`config.mk`:
```
export PLATFORM = sky130hd
export DESIGN_NAME = tagecc_codec
export DESIGN_NICKNAME = d
export VERILOG_FILES = /design/src/rtl/tagecc_pkg.sv /design/src/rtl/tagecc_scatter.sv /design/src/rtl/tagecc_gather.sv /design/src/rtl/tagecc_syndrome.sv /design/src/rtl/tagecc_encoder.sv /design/src/rtl/tagecc_decoder.sv /design/src/rtl/tagecc_codec.sv
export SDC_FILE = /design/constraint.sdc
export NUM_CORES = 1
export LEC_CHECK = 0
export BUFFER_PORTS_ARGS = -buffer_cell sky130_fd_sc_hd__buf_2
export CAP_MARGIN = 20
export CORE_MARGIN = 3
export CORE_UTILIZATION = 40
export CTS_CLUSTER_DIAMETER = 80
export DETAILED_ROUTE_END_ITERATION = 8
export HOLD_SLACK_MARGIN = 0.02
export PLACE_DENSITY = 0.69
export SYNTH_ARGS = -nofsm -noshare
export SYNTH_HDL_FRONTEND = slang
export SYNTH_SLANG_ARGS = --single-unit
```
`constraint.sdc`:
```
create_clock -name clk -period 0.9 [get_ports clk]
set_input_delay 0.045 -clock clk [delete_from_list [all_inputs] [get_ports clk]]
set_output_delay 0.045 -clock clk [all_outputs]
set_load 0.01 [all_outputs]
```
`src/rtl/tagecc_pkg.sv`:
```
package tagecc_pkg;

   // True when p is a power of two (a Hamming parity position).
   function automatic bit is_pow2(input int p);
      return (p > 0) && ((p & (p - 1)) == 0);
   endfunction

   // Code position of payload bit idx in a word of cw positions.
   function automatic int data_pos(input int idx, input int cw);
      int n;
      int r;
      n = 0;
      r = 0;
      for (int p = 1; p < cw; p++) begin
         if (!is_pow2(p)) begin
            if (n == idx) r = p;
            n++;
         end
      end
      return r;
   endfunction

endpackage

```
`src/rtl/tagecc_scatter.sv`:
```
// Places payload and check bits at their code word positions.
module tagecc_scatter #(
   parameter int HAM_P = 7,
   parameter int PAY_W = 120
) (
   input  logic [PAY_W-1:0]   data_i,
   input  logic [HAM_P:0]     check_i,
   output logic [(1<<HAM_P)-1:0] word_o
);
   localparam int CW   = 1 << HAM_P;
   localparam int DMAX = CW - 1 - HAM_P;

   assign word_o[0] = check_i[0];

   for (genvar k = 0; k < HAM_P; k++) begin : g_par
      assign word_o[1 << k] = check_i[k+1];
   end

   for (genvar i = 0; i < DMAX; i++) begin : g_dat
      localparam int P = tagecc_pkg::data_pos(i, CW);
      if (i < PAY_W) begin : g_live
         assign word_o[P] = data_i[i];
      end else begin : g_pad
         assign word_o[P] = 1'b0;
      end
   end
endmodule

```
`src/rtl/tagecc_gather.sv`:
```
// Pulls payload and check bits back out of a code word.
module tagecc_gather #(
   parameter int HAM_P = 7,
   parameter int PAY_W = 120
) (
   input  logic [(1<<HAM_P)-1:0] word_i,
   output logic [PAY_W-1:0]   data_o,
   output logic [HAM_P:0]     check_o
);
   localparam int CW = 1 << HAM_P;

   assign check_o[0] = word_i[0];

   for (genvar k = 0; k < HAM_P; k++) begin : g_par
      assign check_o[k+1] = word_i[1 << k];
   end

   for (genvar i = 0; i < PAY_W; i++) begin : g_dat
      localparam int P = tagecc_pkg::data_pos(i, CW);
      assign data_o[i] = word_i[P];
   end
endmodule

```
`src/rtl/tagecc_syndrome.sv`:
```
// Syndrome = XOR of the indices of all set positions; parity = XOR of all bits.
module tagecc_syndrome #(
   parameter int HAM_P = 7
) (
   input  logic [(1<<HAM_P)-1:0] word_i,
   output logic [HAM_P-1:0]   syn_o,
   output logic               parity_o
);
   localparam int CW = 1 << HAM_P;

   always_comb begin
      syn_o = '0;
      for (int p = 1; p < CW; p++) begin
         if (word_i[p]) syn_o = syn_o ^ HAM_P'(p);
      end
   end

   assign parity_o = ^word_i;
endmodule

```
`src/rtl/tagecc_encoder.sv`:
```
// Combinational check-bit generator.
module tagecc_encoder #(
   parameter int HAM_P = 7,
   parameter int PAY_W = 120
) (
   input  logic [PAY_W-1:0] data_i,
   output logic [HAM_P:0]   check_o
);
   localparam int CW = 1 << HAM_P;

   logic [CW-1:0]    word;
   logic [HAM_P-1:0] syn;
   logic             dpar;

   tagecc_scatter #(.HAM_P(HAM_P), .PAY_W(PAY_W)) scat_i (
      .data_i  (data_i),
      .check_i ('0),
      .word_o  (word)
   );

   tagecc_syndrome #(.HAM_P(HAM_P)) syn_i (
      .word_i   (word),
      .syn_o    (syn),
      .parity_o (dpar)
   );

   // Parity bits cancel the payload syndrome; bit 0 evens the whole word.
   assign check_o = {syn, dpar ^ (^syn)};
endmodule

```
`src/rtl/tagecc_decoder.sv`:
```
// Combinational classifier and single-bit repair.
module tagecc_decoder #(
   parameter int HAM_P = 7,
   parameter int PAY_W = 120
) (
   input  logic [PAY_W-1:0] data_i,
   input  logic [HAM_P:0]   check_i,
   output logic [PAY_W-1:0] data_o,
   output logic [HAM_P:0]   check_o,
   output logic [HAM_P-1:0] syn_o,
   output logic             clean_o,
   output logic             fixed_o,
   output logic             fatal_o
);
   localparam int CW = 1 << HAM_P;

   logic [CW-1:0]    word;
   logic [CW-1:0]    fixw;
   logic [HAM_P-1:0] syn;
   logic             par;

   tagecc_scatter #(.HAM_P(HAM_P), .PAY_W(PAY_W)) scat_i (
      .data_i  (data_i),
      .check_i (check_i),
      .word_o  (word)
   );

   tagecc_syndrome #(.HAM_P(HAM_P)) syn_i (
      .word_i   (word),
      .syn_o    (syn),
      .parity_o (par)
   );

   // Odd overall parity means one flip; a zero syndrome then names position 0.
   always_comb begin
      fixw = word;
      if (par) fixw[syn] = ~word[syn];
   end

   tagecc_gather #(.HAM_P(HAM_P), .PAY_W(PAY_W)) gath_i (
      .word_i  (fixw),
      .data_o  (data_o),
      .check_o (check_o)
   );

   assign syn_o   = syn;
   assign fixed_o = par;
   assign clean_o = !par && (syn == '0);
   assign fatal_o = !par && (syn != '0);
endmodule

```
`src/rtl/tagecc_codec.sv`:
```
// Registered encoder and decoder paths for split-storage SECDED.
module tagecc_codec #(
   parameter int HAM_P = 7,
   parameter int PAY_W = 120
) (
   input  logic               clk,
   input  logic               rst_n,
   input  logic               enc_valid_i,
   input  logic [PAY_W-1:0]   enc_data_i,
   output logic               enc_valid_o,
   output logic [HAM_P:0]     enc_check_o,
   input  logic               dec_valid_i,
   input  logic [PAY_W-1:0]   dec_data_i,
   input  logic [HAM_P:0]     dec_check_i,
   output logic               dec_valid_o,
   output logic [PAY_W-1:0]   dec_data_o,
   output logic [HAM_P:0]     dec_check_o,
   output logic [HAM_P-1:0]   dec_syndrome_o,
   output logic               dec_clean_o,
   output logic               dec_fixed_o,
   output logic               dec_fatal_o
);
   localparam int CW   = 1 << HAM_P;
   localparam int DMAX = CW - 1 - HAM_P;

   if (HAM_P < 3 || HAM_P > 8) begin : g_bad_hamp
      $error("tagecc_codec: HAM_P must lie in 3..8");
   end
   if (PAY_W < 1 || PAY_W > DMAX) begin : g_bad_payw
      $error("tagecc_codec: PAY_W must lie in 1..(2**HAM_P-1-HAM_P)");
   end

   logic [HAM_P:0]   enc_chk_c;
   logic [PAY_W-1:0] dec_data_c;
   logic [HAM_P:0]   dec_chk_c;
   logic [HAM_P-1:0] dec_syn_c;
   logic             dec_cl_c, dec_fx_c, dec_ft_c;

   tagecc_encoder #(.HAM_P(HAM_P), .PAY_W(PAY_W)) enc_i (
      .data_i  (enc_data_i),
      .check_o (enc_chk_c)
   );

   tagecc_decoder #(.HAM_P(HAM_P), .PAY_W(PAY_W)) dec_i (
      .data_i  (dec_data_i),
      .check_i (dec_check_i),
      .data_o  (dec_data_c),
      .check_o (dec_chk_c),
      .syn_o   (dec_syn_c),
      .clean_o (dec_cl_c),
      .fixed_o (dec_fx_c),
      .fatal_o (dec_ft_c)
   );

   always_ff @(posedge clk or negedge rst_n) begin
      if (!rst_n) begin
         enc_valid_o <= 1'b0;
         enc_check_o <= '0;
      end else begin
         enc_valid_o <= enc_valid_i;
         if (enc_valid_i) enc_check_o <= enc_chk_c;
      end
   end

   always_ff @(posedge clk or negedge rst_n) begin
      if (!rst_n) begin
         dec_valid_o    <= 1'b0;
         dec_data_o     <= '0;
         dec_check_o    <= '0;
         dec_syndrome_o <= '0;
         dec_clean_o    <= 1'b0;
         dec_fixed_o    <= 1'b0;
         dec_fatal_o    <= 1'b0;
      end else begin
         dec_valid_o <= dec_valid_i;
         dec_clean_o <= dec_valid_i & dec_cl_c;
         dec_fixed_o <= dec_valid_i & dec_fx_c;
         dec_fatal_o <= dec_valid_i & dec_ft_c;
         if (dec_valid_i) begin
            dec_data_o     <= dec_data_c;
            dec_check_o    <= dec_chk_c;
            dec_syndrome_o <= dec_syn_c;
         end
      end
   end
endmodule

```
**Yosys cells after proc, flatten, opt, wreduce, memory -nomap -nowiden**

Cells that the tools add are included.
Widths: inputs -> output; s select.

- Order comparisons: 2
- Mux-type cells: 253
- Bitwise operators: 250
- Reduce and logical (&&, ||, !) cells: 9

Operators by type and width:

| cell | number |
|---|---|
| $mux 7 | 127 |
| $mux 6 | 63 |
| $not 4->4 | 70 |
| $reduce_xor 128->1 | 2 |
| $not 3->3 | 70 |
| $not 5->5 | 42 |
| $mux 5 | 31 |
| $bwmux 128 | 1 |
| $mux 128 | 1 |
| $not 6->6 | 14 |
| $not 2->2 | 41 |
| $mux 4 | 15 |
| $mux 3 | 7 |
| $not 7->7 | 2 |
| $lt 7x8->1 const B | 1 |
| $bmux 1 s7 | 1 |
| $demux 1 s7 | 1 |
| $ge 7x1->1 const B | 1 |
| $logic_not 7->1 | 1 |
| $reduce_bool 7->1 | 1 |
| $reduce_xor 7->1 | 1 |
| $mux 2 | 3 |
| $not 1->1 const A | 6 |
| $and 1x1->1 | 3 |
| other kinds (5) | 9 |

- Flip-flop bits (word level): 148
- Input port bits: 252
- Output and inout port bits: 148
- Word-level logic and storage cells: 523

**Depth between registers and ports, before layout**

Gate-level depths: netlist of run 1.

- Word-level depth: 253
- Mapped depth: 16

**Modules after synthesis**

Synthesis of run 1 repeated with hierarchy kept, for this count alone.

- Cells, all modules: 1697
- Area, all modules: 16539.6 µm²

Modules (own cells, without submodules):

| module | times used | cells each | area an instance (µm²) | sequential area each (µm²) |
|---|---|---|---|---|
| tagecc_codec | 1 | 310 | 5500.3 | 3703.6 |
| tagecc_syndrome | 2 | 250 | 2283.4 | 0.0 |
| tagecc_decoder | 1 | 495 | 3524.6 | 0.0 |
| tagecc_scatter | 2 | 128 | 960.9 | 0.0 |
| tagecc_gather | 1 | 128 | 960.9 | 0.0 |
| tagecc_encoder | 1 | 8 | 65.1 | 0.0 |

**Worst setup path after synthesis of run 1**

No wires, ideal clock.

- Kind: input -> register
- From: in dec_data_i[48]
- To: reg dec_data_o[100]
- Library setup time: 0.132 ns
- Arrival time: 3.382 ns
- Setup slack: -2.614 ns
- Cell stages on the path: 13
- Path through: xnor2_1 -> xnor3_1 -> xnor3_2 -> xnor3_2 -> xnor3_2 -> mux2i_1 -> mux4_2 -> and3_1 -> a41oi_2 -> nand4_4 -> buf_6 -> mux2i_1 -> o21ai_1

- Word-level cells in the longest chain between the ends: 119
- Elaborated cells on any way between the ends: 154
- Classes of those cells: 2 x order compare; 79 x mux; 71 x bitwise; 2 x reduce/logical

Ends and longest elaborated chain:

| element | RTL line | source |
|---|---|---|
| start, declared | tagecc_codec.sv:13 | `input logic [PAY_W-1:0] dec_data_i,` |
| $mux 6 | tagecc_syndrome.sv:14 | `if (word_i[p]) syn_o = syn_o ^ HAM_P'(p);` |
| $not 3->3 (no line) | -- |  |
| $mux 6 | tagecc_syndrome.sv:14 |  |
| $not 4->4 (no line) | -- |  |
| $mux 6 | tagecc_syndrome.sv:14 |  |
| $not 4->4 (no line) | -- |  |
| $mux 6 | tagecc_syndrome.sv:14 |  |
| $not 5->5 (no line) | -- |  |
| (+103 left out) | -- |  |
| $not 7->7 (no line) | -- |  |
| $mux 7 | tagecc_syndrome.sv:14 |  |
| $lt 7x8->1 (not written as such) or $ge 7x1->1 (tied branches) | tagecc_decoder.sv:37 | `if (par) fixw[syn] = ~word[syn];` |
| $logic_and 1x1->1 (not written as such) | tagecc_decoder.sv:37 |  |
| $mux 1 (not written as such) | tagecc_decoder.sv:37 |  |
| $demux 1 s7 | -- |  |
| $bwmux 128 | tagecc_decoder.sv:37 |  |
| $mux 128 (*) | tagecc_decoder.sv:37 |  |
| end signal, assigned | tagecc_codec.sv:80 | `dec_data_o <= dec_data_c;` |
| end, declared | tagecc_codec.sv:16 | `output logic [PAY_W-1:0] dec_data_o,` |

Every way passes the cells marked *; elsewhere a longest branch is shown, timed or not. The select of a mux whose other input is x is not followed.
A chain may end at the register's enable or synchronous reset.

**Worst setup path after layout of run 1**

- From: in dec_data_i[32]
- To: reg dec_data_o[11]

- Word-level cells in the longest chain between the ends: 151
- Elaborated cells on any way between the ends: 184
- Classes of those cells: 2 x order compare; 95 x mux; 85 x bitwise; 2 x reduce/logical

Ends and longest elaborated chain:

| element | RTL line |
|---|---|
| $mux 6 | tagecc_syndrome.sv:14 |
| $not 2->2 (no line) | -- |
| $mux 6 | tagecc_syndrome.sv:14 |
| $not 3->3 (no line) | -- |
| $mux 6 | tagecc_syndrome.sv:14 |
| $not 3->3 (no line) | -- |
| $mux 6 | tagecc_syndrome.sv:14 |
| $not 4->4 (no line) | -- |
| (+135 left out) | -- |
| $not 7->7 (no line) | -- |
| $mux 7 | tagecc_syndrome.sv:14 |
| $lt 7x8->1 (not written as such) or $ge 7x1->1 (tied branches) | tagecc_decoder.sv:37 |
| $logic_and 1x1->1 (not written as such) | tagecc_decoder.sv:37 |
| $mux 1 (not written as such) | tagecc_decoder.sv:37 |
| $demux 1 s7 | -- |
| $bwmux 128 | tagecc_decoder.sv:37 |
| $mux 128 (*) | tagecc_decoder.sv:37 |

Marks and branches as above.

==> results of run 1 <==
## routing by layer
metal / share of wire / wire length, um / GRT usage / vias to the layer above
li1: - / - / - / 6590
met1: 0.39 / 22500 / 0.404 / 6964
met2: 0.49 / 28300 / 0.542 / 830
met3: 0.089 / 5180 / 0.0499 / 151
met4: 0.039 / 2260 / 0.124 / 0
met5: 0 / 0 / 0 / -
## metrics by stage
step / hold slack, ns / setup WS (ns)
after floorplan: -0.251 / -2.36
after global placement: -0.0371 / -3.01
after detailed placement: -0.0393 / -3.01
after CTS: 0.0210 / -2.37
after global routing: 0.0428 / -2.59
final: 0.0269 / -2.53
## layout make-up
class	count	area, um2
Multi-Input combinational cell	1236	11000
Fill cell	2575	10800
Timing Repair Buffer	860	6080
Sequential cell	148	3700
Tap cell	442	553
Clock buffer	20	447
Clock inverter	11	129
Inverter	6	25.0
Antenna cell	5	12.5
## registers in the layout (all words and copies together) (netlist names)
signal / count
dec_data_o: 120
dec_check_o: 8
enc_check_o: 8
dec_syndrome_o: 7
dec_clean_o: 1
dec_fatal_o: 1
dec_fixed_o: 1
dec_valid_o: 1
enc_valid_o: 1
## repair_timing
item	CTS	global route
hold endpoints to repair	159	0
resized for setup	121	58
hold buffers	12	0
setup endpoints to repair	294	294
pin swaps	67	31
setup buffers	32	4
gates cloned	4	3
## worst reg2reg max path, delay by kind of cell (launching register included)
family | cells | cell delay [ns]
AO/OA/AOI/OAI | 1 | 0.19
AND/OR/NAND/NOR | 1 | 0.14
flip-flops | 1 | 0.39
## worst paths after layout
kind / startpoint / endpoint / slack [ns] / cells after the start
max: dec_data_i[32] / dec_data_o[11]$_DFFE_PN0P_ / -2.53 / 16
min: dec_check_i[3] / dec_check_o[3]$_DFFE_PN0P_ / 0.03 / 4
max reg2reg: dec_data_o[40]$_DFFE_PN0P_ / dec_data_o[40]$_DFFE_PN0P_ / 0.07 / 2
min reg2reg: dec_data_o[9]$_DFFE_PN0P_ / dec_data_o[9]$_DFFE_PN0P_ / 0.48 / 2
max in group asynchronous: rst_n / enc_check_o[4]$_DFFE_PN0P_ / 0.32 / 3
min in group asynchronous: rst_n / dec_data_o[9]$_DFFE_PN0P_ / 0.07 / 2
## placed cells by master, fill, tap and decap left out, drive strengths merged, types with 3 or more instances in the layout
cell         count
inv              8
clkbuf          23
dfrtp          148
o22ai            4
nor3            26
mux2i          117
a31o             4
buf            845
and2            11
clkinvlp         5
nor2           156
a211oi           5
a21oi           18
o2bb2ai         17
xnor3           21
mux2            17
nor4             3
or2              3
nor2b            4
or3              5
xor2            69
diode            5
o21ai          132
a211o           12
nand2          116
nand3           10
mux4             6
nand4            3
and3            22
o211a            3
xor3             5
o221ai           4
xnor2          392
dlygate4sd3     12
a21o             6
o211ai           3
o31ai            4
a31oi           13
## kinds of logic after synthesis
logic type                 Yosys count
xor gates and xnor gates           487
and+or+nand+nor                    362
DFF                                148
buffers and inverters               82
AOI/OAI and AO/OA                  245
muxes                              140
adders and majority gates            1
==> metrics, run 1 <==
final estimated routing congestion in global placement 0.972; Slowest-stage cell, CP xnor3_2; final hold violation count 0; number of iterations in the first detailed-routing pass 6; sinks on the clock net 148; via count of the first global-routing pass 14900; cell area after placement 19800 um2; fraction of registers with async set or reset after synthesis 1.00; fraction of final layout cells sized beyond drive strength 1 0.488; die height 189 um; largest family of logic cells by synthesized area XOR/XNOR gates; final slew viol count 0; post-synthesis sequential element count 148; most frequent cell after synthesis xnor2_1; Via density 5.33; most frequent cells after synthesis 389 x xnor2_1, 156 x nor2_1, 148 x dfrtp_1; worst endpoint data arrival time 3.75 ns; longest individual stage delay on the worst path 0.48 ns; transition time at the pin with the least slew margin roughly 0.47 ns; residual overflow from global routing 0; xor-xnor portion of the synthesized cell area 0.348; max-cap viol count 0; Max-Slew Margin vs Limit 0.685; largest net degree at the start of global routing 34; count of final setup violators 294; number of synthesized flops with an enable pin 0; placed instance count 2639; final period demand of the worst path 3.43 ns; Post-DRT Antenna Nets 0; count of different cell masters after synthesis 66; Worst Skew 0 ns; largest buffer count on any clock path 2; fraction of the mapped netlist area in compound gates 0.115; Residual DRC 0; fraction of post-synthesis cell area in the top cell type by area 0.277; startpoint type of the worst setup path input pin; standard-cell row count 66; GR Util All Layers 0.317; highest clock frequency the design can meet 291 MHz; detailed placement HPWL around 46 mm; post-synthesis simple-gate area fraction 0.116; Post-Route Utilization 0.671; violations in the final reports setup timing; final net count 2521; average wire per cell in the routed design around 21 um; cells taking the most area after synthesis dfrtp_1 28%, xnor2_1 25%, mux2i_1 8.8%; data required time of the worst path between 1 and 1.5 ns; maximum fanout count along the critical path 8; sequential fraction of the synthesis area 0.277; TritonCTS clock tree built; share of synthesized area spent on multiplexers 0.112; adder-cell share of the synthesized area 0.000749; Clock Root Buffer clkbuf_16; biggest area consumer among synthesized cells dfrtp_1; horizontal die dimension 189 um; most frequently used flop master after synthesis dfrtp_1; kind of path behind the tightest hold check in2reg; count of warnings emitted by yosys 0; Worst setup EP type flip-flop; top cell family by delay on the critical path XOR/XNOR gates; RSZ-0062 raised after global routing true; first-pass GRT wire length 86.8 mm; DRC marker count from the first detailed-route iteration 1481; setup tns final -346.83 ns; Core Footprint 32700 um2; starting density of the core 0.409; most repeated library cell on the critical path xnor3_2; worst-path cell chain buf_8, xnor2_2, xnor3_2, xnor3_2, xnor3_2, xnor3_2, buf_6, mux2i_2, mux4_2, and3_4, a41oi_4, nand4_4, buf_12, clkbuf_16, mux2i_1, o21ai_1; synthesized netlist cell count 1465; Final period util 3.81; Boundary Pins 400; outcome finished with violations; total standard cell area after synthesis 13400 um2; number of buffer cells added on primary ports 399; Critical path buffers and inverters 4; initial antenna violation count 6; wire length reported by the detailed router 58.3 mm; Num CTS Buffers 17; die area about 36000 um2; Area growth, synth to finish 64.1%; CTS HTree Levels 4; total via count in the routed design 14500; clock latency on the worst-skew pair 0.44 ns; Post-Synthesis Net Count 1717; clock edge transition at the registers on the reported setup and hold paths 0.06 ns; synthesized area divided by synthesized cell count 9.12 um2; final worst-path setup slack -2.53 ns; type of the worst setup path in2reg; post-route standard cell area excluding fillers between 20000 and 25000 um2; final standard cell count with taps included and fillers excluded 2728
Power of run 1 is left out: the tool's default activity adds up to more than one toggle a clock period on the data nets, which glitch-free logic cannot reach.
==> run 2: changes to the inputs <==
GPL_ROUTABILITY_DRIVEN = 0   (was unset)
clock period = 3.9 ns   (was 0.9 ns; I/O delays follow)
==> run 2 against run 1 <==
Against the previous run: global-route usage is 3.6 points lower; the run now ends clean; critical path depth down 1; register-to-register slack better by 3.0 ns; first-iteration DRC count shrank 25%; sequential cell count stayed put; clock skew unchanged.
==> metrics, run 2 (same netlist as run 1, synthesis figures left out) <==
outcome finished clean; Worst setup EP type flip-flop; Filler cells 3049; clock edge transition at the registers on the reported setup and hold paths 0.06 ns; Post-DRT Antenna Nets 0; top cell family by delay on the critical path XOR/XNOR gates; CTS HTree Levels 4; Core Footprint approximately 33000 um2; largest registers dec_data_o (120), dec_check_o (8), enc_check_o (8); largest buffer count on any clock path 2; number of buffer cells added on primary ports 399; setup slack after placement -0.372 ns; worst-path cell chain buf_2, xnor2_1, xnor3_1, xnor3_2, xnor3_2, buf_4, xnor2_1, buf_4, nand2_1, a311o_1, a311oi_2, o211a_2, buf_12, a211o_1, a31oi_1; flip-flop count of the largest register after layout 120; count of final setup violators 0; final worst-path setup slack around 0.085 ns; max-cap viol count 0; RSZ-0062 raised after global routing false; uppermost routed layer met5; Worst Skew 0 ns; DRC marker count from the first detailed-route iteration 1116; TritonCTS clock tree built; sinks on the clock net 148; fraction of final layout cells sized beyond drive strength 1 0.323; register with the most flip-flops dec_data_o; type of the worst setup path in2reg; Clock Root Buffer clkbuf_16; sum of met3 wire segment lengths after detailed routing approximately 4.4 mm; die height 189 um; Boundary Pins 400; starting density of the core 0.409; initial antenna violation count 10; final hold violation count 0; met2 WL post-DR 24.0 mm; Post-Route Utilization 0.540; longest individual stage delay on the worst path 0.48 ns; via count of the first global-routing pass 13500; most frequent standard cell in the layout excluding fill and tap cells buf_2; wire length reported by the detailed router a little over 50 mm; detailed placement HPWL 41.0 mm; largest net degree at the start of global routing 101; Slowest-stage cell, CP xnor3_1; die area 35600 um2; worst endpoint data arrival time 4.08 ns; transition time at the pin with the least slew margin around 1 ns; kind of path behind the tightest hold check in2reg; average wire per cell in the routed design 21.1 um; Residual DRC 0; highest clock frequency the design can meet approximately 260 MHz; Via density 5.40; Final period util 0.978; Num CTS Buffers 17; first-pass GRT wire length 77.5 mm; final net count 2237; residual overflow from global routing 0; total via count in the routed design roughly 13000; Max-Slew Margin vs Limit 0.313; Area growth, synth to finish 32.2%; clock latency on the worst-skew pair 0.44 ns; horizontal die dimension approximately 190 um; GR Util All Layers 0.281; startpoint type of the worst setup path input pin; cell area after placement 16900 um2; Critical path buffers and inverters 4; flip-flop and latch area 3700 um2; final slew viol count 0; maximum fanout count along the critical path 18; post-route standard cell area excluding fillers 17700 um2; commonest cells after routing, fill and taps aside 398 x buf_2, 388 x xnor2_1, 166 x buf_4; post-route met1 wirelength 21.0 mm; number of iterations in the first detailed-routing pass 8; standard-cell row count 66; area of combinational cells with multiple inputs 9310 um2; final period demand of the worst path roughly 3.8 ns; data required time of the worst path between 4 and 5 ns
run 2: stage by stage:
stage	cells	setup TNS, ns	hold slack (ns)
2_1_floorplan	1465	0	-0.101
3_3_place_gp	2399	-19.09	0.255
3_5_place_dp	2399	-33.45	0.253
4_1_cts	2433	0	0.0590
5_1_grt	2446	0	0.0927
6_report	2448	0	0.0643
run 2: final timing paths:
path | startpoint | to | slack, ns | cells past startpoint
max | dec_data_i[48] | dec_data_o[38]$_DFFE_PN0P_ | 0.09 | 15
min | dec_data_i[53] | dec_data_o[53]$_DFFE_PN0P_ | 0.06 | 3
max reg2reg | dec_data_o[40]$_DFFE_PN0P_ | dec_data_o[40]$_DFFE_PN0P_ | 3.04 | 2
min reg2reg | dec_data_o[69]$_DFFE_PN0P_ | dec_data_o[69]$_DFFE_PN0P_ | 0.48 | 2
max in group asynchronous | rst_n | enc_check_o[0]$_DFFE_PN0P_ | 2.71 | 3
min in group asynchronous | rst_n | dec_data_o[6]$_DFFE_PN0P_ | 0.31 | 2
run 2: final cells by class:
type | instances | area share
antenna | 8 | 0.00113
clock buffer | 18 | 0.0243
clock inverter | 14 | 0.0101
inverter | 6 | 0.00142
multi-input combinational | 1236 | 0.527
sequential | 148 | 0.210
tap | 442 | 0.0313
timing repair buffer | 576 | 0.195
run 2: tightest hold or removal path: cells and delay by family:
| family | cells | cell delay [ns] |
|---|---|---|
| AO/OA/AOI/OAI | 2 | 0.15 |
| buffers and inverters | 1 | 0.12 |
run 2: metal layers:
layer / global-route usage / vias to the layer above
li1: - / 6026
met1: 0.365 / 6302
met2: 0.463 / 732
met3: 0.0534 / 142
met4: 0.112 / 6
met5: 0 / -
run 2: what timing repair did:
action	CTS	global route
endpoints found under the hold margin	70	0
setup endpoints to repair	0	80
setup buffers	0	6
hold buffers	2	0
resized for setup	0	1
Power of run 2 is left out for the same reason.
